File: src/rtl/eic_pkg.sv
// Shared types for the external interrupt controller.
// Assumes a 4-bit trigger field per line, of which bits [2:0] are decoded.
package eic_pkg;

    localparam int TRIG_FIELD_W = 4;

    typedef struct packed {
        logic level_mode;
        logic level_pol;
        logic rise_en;
        logic fall_en;
    } trig_mode_t;

    // Turn a 3-bit trigger code into detection enables.
    function automatic trig_mode_t decode_trig(input logic [2:0] code);
        trig_mode_t m;
        m.level_mode = (code[2:1] == 2'b00);
        m.level_pol  = code[0];
        m.rise_en    = code[2];
        m.fall_en    = code[1];
        return m;
    endfunction

endpackage

File: src/rtl/eic_sync.sv
// Multi-stage synchroniser for a vector of asynchronous inputs.
// Assumes each bit is independent (no bus coherency needed); resets to 0.
module eic_sync #(
    parameter int W      = 24,
    parameter int STAGES = 2
) (
    input  logic         clk,
    input  logic         rst_n,
    input  logic [W-1:0] din,
    output logic [W-1:0] dout
);
    logic [W-1:0] stage_q [STAGES];

    for (genvar s = 0; s < STAGES; s++) begin : g_stage
        if (s == 0) begin : g_first
            // First stage samples the raw pins.
            always_ff @(posedge clk) begin
                if (!rst_n) stage_q[0] <= '0;
                else        stage_q[0] <= din;
            end
        end else begin : g_next
            // Later stages pass the value down the chain.
            always_ff @(posedge clk) begin
                if (!rst_n) stage_q[s] <= '0;
                else        stage_q[s] <= stage_q[s-1];
            end
        end
    end

    assign dout = stage_q[STAGES-1];
endmodule

File: src/rtl/eic_detect.sv
// Event detector for one synchronised line.
// Holds the previous sample; an edge is a difference between it and the
// current sample. Level modes report an event for every active cycle.
module eic_detect
    import eic_pkg::*;
(
    input  logic       clk,
    input  logic       rst_n,
    input  logic       level_i,
    input  logic [2:0] code_i,
    output logic       evt_o
);
    logic       prev_q;
    trig_mode_t mode;

    // Remember the last synchronised sample for edge detection.
    always_ff @(posedge clk) begin
        if (!rst_n) prev_q <= 1'b0;
        else        prev_q <= level_i;
    end

    // Produce the event for the selected trigger mode.
    always_comb begin
        mode = decode_trig(code_i);
        if (mode.level_mode)
            evt_o = (level_i == mode.level_pol);
        else
            evt_o = (mode.rise_en &  level_i & ~prev_q) |
                    (mode.fall_en & ~level_i &  prev_q);
    end
endmodule

File: src/rtl/eic_group.sv
// Aggregates unmasked pending lines onto parent outputs.
// Lines below DIRECT each get an output; [MID_END-1:DIRECT] share one output,
// [N-1:MID_END] share the last. Assumes DIRECT < MID_END < N.
module eic_group #(
    parameter int N       = 24,
    parameter int DIRECT  = 4,
    parameter int MID_END = 8
) (
    input  logic [N-1:0]      active_i,
    output logic [DIRECT+1:0] parent_o
);
    for (genvar d = 0; d < DIRECT; d++) begin : g_direct
        assign parent_o[d] = active_i[d];
    end

    assign parent_o[DIRECT]   = |active_i[MID_END-1:DIRECT];
    assign parent_o[DIRECT+1] = |active_i[N-1:MID_END];
endmodule

File: src/rtl/ext_irq_ctrl.sv
// External interrupt controller top.
// Holds trigger fields, mask and pending registers behind a single-cycle
// write / combinational read bus; synchronises pins, detects events and
// drives grouped parent outputs. Assumes DATA_W is a multiple of the field
// width and the bus master holds bus_addr stable while reading.
module ext_irq_ctrl
    import eic_pkg::*;
#(
    parameter int NUM_LINES    = 24,
    parameter int ADDR_W       = 8,
    parameter int DATA_W       = 32,
    parameter int SYNC_STAGES  = 2,
    parameter int DIRECT_LINES = 4,
    parameter int MID_END      = 8,
    parameter int TRIG_BASE    = 'h88,
    parameter int MASK_OFS     = 'ha4,
    parameter int PEND_OFS     = 'ha8
) (
    input  logic                    clk,
    input  logic                    rst_n,
    input  logic                    bus_wr,
    input  logic [ADDR_W-1:0]       bus_addr,
    input  logic [DATA_W-1:0]       bus_wdata,
    output logic [DATA_W-1:0]       bus_rdata,
    input  logic [NUM_LINES-1:0]    pins_in,
    output logic [DIRECT_LINES+1:0] parent_irq
);
    localparam int FIELDS_PER_REG = DATA_W / TRIG_FIELD_W;
    localparam logic [ADDR_W-1:0] MASK_ADDR = ADDR_W'(MASK_OFS);
    localparam logic [ADDR_W-1:0] PEND_ADDR = ADDR_W'(PEND_OFS);

    logic [TRIG_FIELD_W-1:0] trig_q [NUM_LINES];
    logic [NUM_LINES-1:0]    mask_q;
    logic [NUM_LINES-1:0]    pend_q;
    logic [NUM_LINES-1:0]    line_sync;
    logic [NUM_LINES-1:0]    line_evt;
    logic [NUM_LINES-1:0]    pend_clr;

    // Address of the trigger register that holds a given line.
    function automatic logic [ADDR_W-1:0] trig_addr(input int line);
        return ADDR_W'(TRIG_BASE + (line / FIELDS_PER_REG) * 4);
    endfunction

    // Trigger field storage, written field by field from the bus word.
    always_ff @(posedge clk) begin
        if (!rst_n) begin
            for (int i = 0; i < NUM_LINES; i++) trig_q[i] <= '0;
        end else if (bus_wr) begin
            for (int i = 0; i < NUM_LINES; i++)
                if (bus_addr == trig_addr(i))
                    trig_q[i] <= bus_wdata[(i % FIELDS_PER_REG) * TRIG_FIELD_W +: TRIG_FIELD_W];
        end
    end

    // Mask register: all lines masked after reset.
    always_ff @(posedge clk) begin
        if (!rst_n)                               mask_q <= '1;
        else if (bus_wr && bus_addr == MASK_ADDR) mask_q <= bus_wdata[NUM_LINES-1:0];
    end

    // Write-one-to-clear strobe for the pending register.
    assign pend_clr = (bus_wr && bus_addr == PEND_ADDR) ? bus_wdata[NUM_LINES-1:0] : '0;

    // Pending latch: a new event wins over a clear in the same cycle.
    always_ff @(posedge clk) begin
        if (!rst_n) pend_q <= '0;
        else        pend_q <= (pend_q & ~pend_clr) | line_evt;
    end

    // Combinational read mux over the register map.
    always_comb begin
        bus_rdata = '0;
        if (bus_addr == MASK_ADDR) bus_rdata[NUM_LINES-1:0] = mask_q;
        if (bus_addr == PEND_ADDR) bus_rdata[NUM_LINES-1:0] = pend_q;
        for (int i = 0; i < NUM_LINES; i++)
            if (bus_addr == trig_addr(i))
                bus_rdata[(i % FIELDS_PER_REG) * TRIG_FIELD_W +: TRIG_FIELD_W] = trig_q[i];
    end

    eic_sync #(
        .W      (NUM_LINES),
        .STAGES (SYNC_STAGES)
    ) u_sync (
        .clk   (clk),
        .rst_n (rst_n),
        .din   (pins_in),
        .dout  (line_sync)
    );

    for (genvar i = 0; i < NUM_LINES; i++) begin : g_line
        eic_detect u_det (
            .clk     (clk),
            .rst_n   (rst_n),
            .level_i (line_sync[i]),
            .code_i  (trig_q[i][2:0]),
            .evt_o   (line_evt[i])
        );
    end

    eic_group #(
        .N       (NUM_LINES),
        .DIRECT  (DIRECT_LINES),
        .MID_END (MID_END)
    ) u_group (
        .active_i (pend_q & ~mask_q),
        .parent_o (parent_irq)
    );
endmodule

File: config.mk
export PLATFORM = sky130hd
export DESIGN_NAME = ext_irq_ctrl
export DESIGN_NICKNAME = d
export VERILOG_FILES = /design/src/rtl/eic_pkg.sv /design/src/rtl/eic_sync.sv /design/src/rtl/eic_detect.sv /design/src/rtl/eic_group.sv /design/src/rtl/ext_irq_ctrl.sv
export SDC_FILE = /design/constraint.sdc
export NUM_CORES = 1
export LEC_CHECK = 0
export BUFFER_PORTS_ARGS = -buffer_cell sky130_fd_sc_hd__buf_4
export CORE_AREA = 2 2 147 149
export DETAILED_ROUTE_END_ITERATION = 7
export DIE_AREA = 0 0 149 151
export GPL_ROUTABILITY_DRIVEN = 0
export PLACE_DENSITY = 0.63
export SYNTH_ARGS = -nofsm -noshare
export SYNTH_HDL_FRONTEND = slang
export SYNTH_SLANG_ARGS = --single-unit
File: constraint.sdc
create_clock -name clk -period 5.09 [get_ports clk]
set_input_delay 0 -clock clk [delete_from_list [all_inputs] [get_ports clk]]
set_output_delay 0 -clock clk [all_outputs]
set_load 0.1 [all_outputs]
# Word-level counts from Yosys, hierarchy flattened
# Memories as Yosys holds them, arrays and structs flattened.
# Cells that the tools add are included.
# W data, S select, Z words.
dict set report op_classes {
  bitwise_logic 199
  n_eq_ne 29
  n_reduce_logical 28
  muxes 91
}
# operator n
set ops {}
lappend ops {{$mux W4} 48}
lappend ops {{$mux W24} 5}
lappend ops {{$and A1 B1 Y1} 96}
lappend ops {{$or A1 B1 Y1} 50}
lappend ops {{$and A24 B24 Y24} 2}
lappend ops {{$logic_not A2 Y1} 24}
lappend ops {{$not A1 Y1} 48}
lappend ops {{$not A24 Y24} 2}
lappend ops {{$eq A8 B8 Y1 const B} 5}
lappend ops {{$mux W1} 38}
lappend ops {{$eq A1 B1 Y1} 24}
lappend ops {{$or A24 B24 Y24} 1}
lappend ops {{$reduce_or A16 Y1} 1}
lappend ops {{$reduce_or A4 Y1} 1}
lappend ops {{$logic_and A1 B1 Y1} 2}
dict set report totals {
  reg_bits 72
  ramBits 144
  elab_cells 375
  inputBits 67
  mem_count 2
}
# memory depth width read_ports rd_clocked_by_memory_dff write_ports line_no
set memory_table {}
lappend memory_table {trig_q 24 4 24 0 24 ext_irq_ctrl.sv:32} ;# logic [TRIG_FIELD_W-1:0] trig_q [NUM_LINES];
lappend memory_table {u_sync.stage_q 2 24 2 0 2 eic_sync.sv:12} ;# logic [W-1:0] stage_q [STAGES];

# Depth between registers and ports, before layout
dict set report depth {
  word_depth 6
  ltp_mapped 7
  ltp_nobuf 4
}

# Hierarchy
# Synthesis repeated with hierarchy kept, for this count alone.
dict set report unflattened {
  hier_cells 877
  hier_area_um2 9410.3
}
# module cells_each area_per_inst_um2 instances seq_area_each_um2
set modules_own_cells {}
lappend modules_own_cells {ext_irq_ctrl 598 6508.7 1 3843.7}
lappend modules_own_cells {eic_detect 7 62.6 24 20.0}
lappend modules_own_cells {eic_sync 101 1331.3 1 960.9}
lappend modules_own_cells {eic_group 10 68.8 1 0.0}

# Least setup slack after synthesis
# No wires, ideal clock.
dict set report synth_timing {
  kind {input to output}
  start {input bus_addr[4]}
  end {output bus_rdata[0]}
  stages 6
  path_buffers 2
  setup_slack_ns 2.749
  arrival_time_ns 2.341
  cell_sequence {nor2b_1 -> buf_2 -> nand4b_1 -> clkbuf_1 -> o22ai_1 -> a21oi_1}
}
dict set report synth_via {
  elab_chain_cells 6
  elab_cells_between_ends 10
}
# item line_no
set synth_lines {}
lappend synth_lines {{from (decl)} ext_irq_ctrl.sv:22} ;# input logic [ADDR_W-1:0] bus_addr,
lappend synth_lines {{$eq A8 B8 Y1} ext_irq_ctrl.sv:73} ;# if (bus_addr == MASK_ADDR) bus_rdata[NUM_LINES-1:0] = mask_q;
lappend synth_lines {{$mux W24} ext_irq_ctrl.sv:73}
lappend synth_lines {{$mux W24} ext_irq_ctrl.sv:74} ;# if (bus_addr == PEND_ADDR) bus_rdata[NUM_LINES-1:0] = pend_q;
lappend synth_lines {{$mux W4 (2 in a row)} ext_irq_ctrl.sv:76} ;# if (bus_addr == trig_addr(i))
lappend synth_lines {{$mux W4 (*)} ext_irq_ctrl.sv:76}
lappend synth_lines {{to (decl)} ext_irq_ctrl.sv:24} ;# output logic [DATA_W-1:0] bus_rdata,
# Every way passes the cells marked *; elsewhere a longest branch is shown, timed or not.

==> impl_metrics.yaml <==
status:
  status: "complete, no violations"
worst_setup_path:
  r2r_cells: 4
  r2r_end: "pend_q[16]"
  timing.rr.start: "trig_q[2][0]"
  crit_path_start_kind: "input pin"
  cp_cell_sequence: "buf_4 > and4bb_4 > and4b_1 > nand2_2 > nand2_1 > buf_4"
  slowest_stage: "nand2_1"
  cp-end-kind: "flip-flop"
  cp.required_ns: 5.28
  cp.arrival_ns: 2.66
  crit_start: "bus_addr[6]"
  r2r_slack_ns: 3.84
  critPathKind: "input pin to flip-flop"
  crit_fanout: 25
  slowest_delay_ns: 0.87
  path_common_cell: "buf_4"
synthesis:
  synth_compound_gate_area_share_pct: 15.7
  synth_top_cell_area_share_pct: 31.2
  synthXorXnorAreaFrac_pct: 2.28
  async_reset_ff_share_pct: 0
  synth_edf_count: 96
  synth.avg_cell_area_um2: 9.94
  synth_fa_ha_area_share_pct: 0
  yosysMostFrequentCell: "nand2_1"
  synth_cell_types: 41
  synth_top_family_by_area: "simple AND/OR/NAND/NOR gates"
  synth_seq_area_share_pct: 57.2
  synth_area_leaders: "edfxtp_1, dfxtp_1, and2_1"
  synth_flop_cell: "dfxtp_1"
  synth_mux_area_share_pct: 0
  synthSimpleGateAreaFrac_pct: 20.0
  ys_seq_elements: 216
  synth_top_cell_by_area: "edfxtp_1"
  syn-cell-area_um2: 9240
  synthTopCellsByCount: "nand2_1, dfxtp_1, and2_1, edfxtp_1, a21oi_1"
  ys_warn_count: 0
  synthCells: 929
  syn_nets: 996
floorplan:
  rows: 53
  fp.dieW_um: 149
  pin_count: 105
  die_area_um2: 22500
  fp.coreArea_um2: 20800
  initial_core_util_pct: 44.4
  fp.dieH_um: 151
power:
  powerDensity_nw_per_um2: 333
  p_switching_uw: 873
  power_frac_clock_pct: 41.6
  p_leak_nw: 4.63
  power_mw: 3.86
  power_frac_comb_pct: 7.6
  peakVddDrop_mv: 0.245
  swShare_pct: 22.6
  seqPwrFrac_pct: 50.8
  intPower_mw: 2.99
place:
  dpl.hpwl_um: 16000
  place_area_um2: 10200
  io_buffer_count: 104
finish:
  area_growth_pct: 25.6
  nNetsFinal: 1149
  multi_input_area_um2: 3510
  regArea_um2: 5290
  design_area_um2: 11600
  antenna_cells: 0
  layout-drive-gt1-share_pct: 14.5
  fillCellCount: 1875
  postLayoutCoreUtil_pct: 55.7
routing:
  drc: 0
  vias: 7385
  via_per_inst: 5.37
  drt_iter0_markers: 682
  drt_pass1_iterations: 5
  drt-total-wl_um: 24700
  ant_nets: 0
  drt-wirelength-per-cell_um: 18.0
sta:
  setup_violations: 0
  holdWs_ns: 0.0234
  tightestPinTransition_ns: 1.16
  clock_skew_ns: 0.0243
  drv_slew: 0
  finalCriticalPeriod_ns: 2.46
  period_share_pct: 48.4
  hold_viol_final: 0
  clock.fmax_mhz: 406
  finalSetupTns_ns: 0
  max-slew-margin-rel_pct: 22.4
  rsz0062_at_grt: "no"
clock_tree:
  clockBufferDepth: 3
  cts_inserted_buffers: 23
  cts_tree: "done"
  cts_setup_buffers: 0
  htree_levels: 1
  cts-resized-gates: 0
  insertion_delay_ns: 0.51
  clkSlewWorstSetupHoldPaths_ns: 0.06
  cts_hold_buffers: 67
  clkSinkCount: 216
  cts-root-buf: "clkbuf_16"
global_route:
  grt_pass1_wl_um: 38200
  grt_pass1_vias: 7162
  antenna_found_initial: 0
  grt_max_degree: 87
  track_usage_pct: 21.8
  grt-ovfl-total: 0
min_path:
  min_from: "rst_n"
  hold_class: "input pin to flip-flop"
  min_to: "mask_q[14]"
  worstHoldPathCells: 2
run:
  drv_cap: 0
-- cell families (layout without fill, tap and decap cells) --
kind of cell | count (synthesis) | in the layout
xor+xnor | 24 | 24
compound gates | 223 | 223
buf+inv | 103 | 273
simple gates | 363 | 363
flops | 216 | 216
-- layout by cell type, fill, tap and decap left out, drive strengths merged, types with 22 or more instances in the layout --
cell and instances:
and2 96, buf 117, nand2 133, xor2 24
nor2 51, dfxtp 120, nand3b 22, edfxtp 96
a21oi 82, clkbuf 39, o22a 24, o22ai 28
inv 48, nor3 22, dlygate4sd3 67
-- registers in the layout, summed over array words and instances, names as in the netlist --
signal,flops
trig_q,96
u_sync.stage_q,48
g_line.u_det.prev_q,24
mask_q,24
pend_q,24
-- power by group through the flow --
stage | clock [mW] | sequential, mW | combinational (mW)
final | 1.61 | 1.96 | 0.295
after global routing | 1.71 | 1.97 | 0.323
after CTS | 1.64 | 1.96 | 0.295
after detailed placement | 0 | 2.00 | 0.259
after global placement | 0 | 1.99 | 0.256
after floorplan | 0 | 1.97 | 0.161
-- metal layers --
layer	GRT usage, %	routed length, um	vias to the layer above
met5	0	0	-
met4	7.71	622	0
met3	3.46	1790	39
met2	36.1	11600	261
met1	29.3	10700	3543
li1	-	-	3542
-- worst max-delay path, delay by kind of cell --
kind,cells,cell delay (ns)
buf+inv,2,0.51
simple gates,4,2.13
-- cell type report --
cell class	count	share of cell area, %
multi-input combinational	610	30.2
clock inverter	3	0.162
timing repair buffer	184	13.4
clock buffer	39	6.17
tap	275	2.97
inverter	47	1.52
sequential	216	45.6
-- metrics by stage --
stage,setup WS (ns),instances
2_1_floorplan,2.75,929
3_3_place_gp,2.14,1265
3_5_place_dp,2.08,1265
4_1_cts,2.61,1374
5_1_grt,2.41,1374
6_report,2.63,1374
-- how the worst max path moves through the flow --
stage                          to  slack [ns]
detailed placement  trig_q[1][12]        2.08
global placement    trig_q[1][22]        2.14
global route        trig_q[1][11]        2.41
floorplan            bus_rdata[0]        2.75
CTS                 trig_q[1][11]        2.61
finish              trig_q[1][11]        2.63
(Power assumes the default switching activity.)
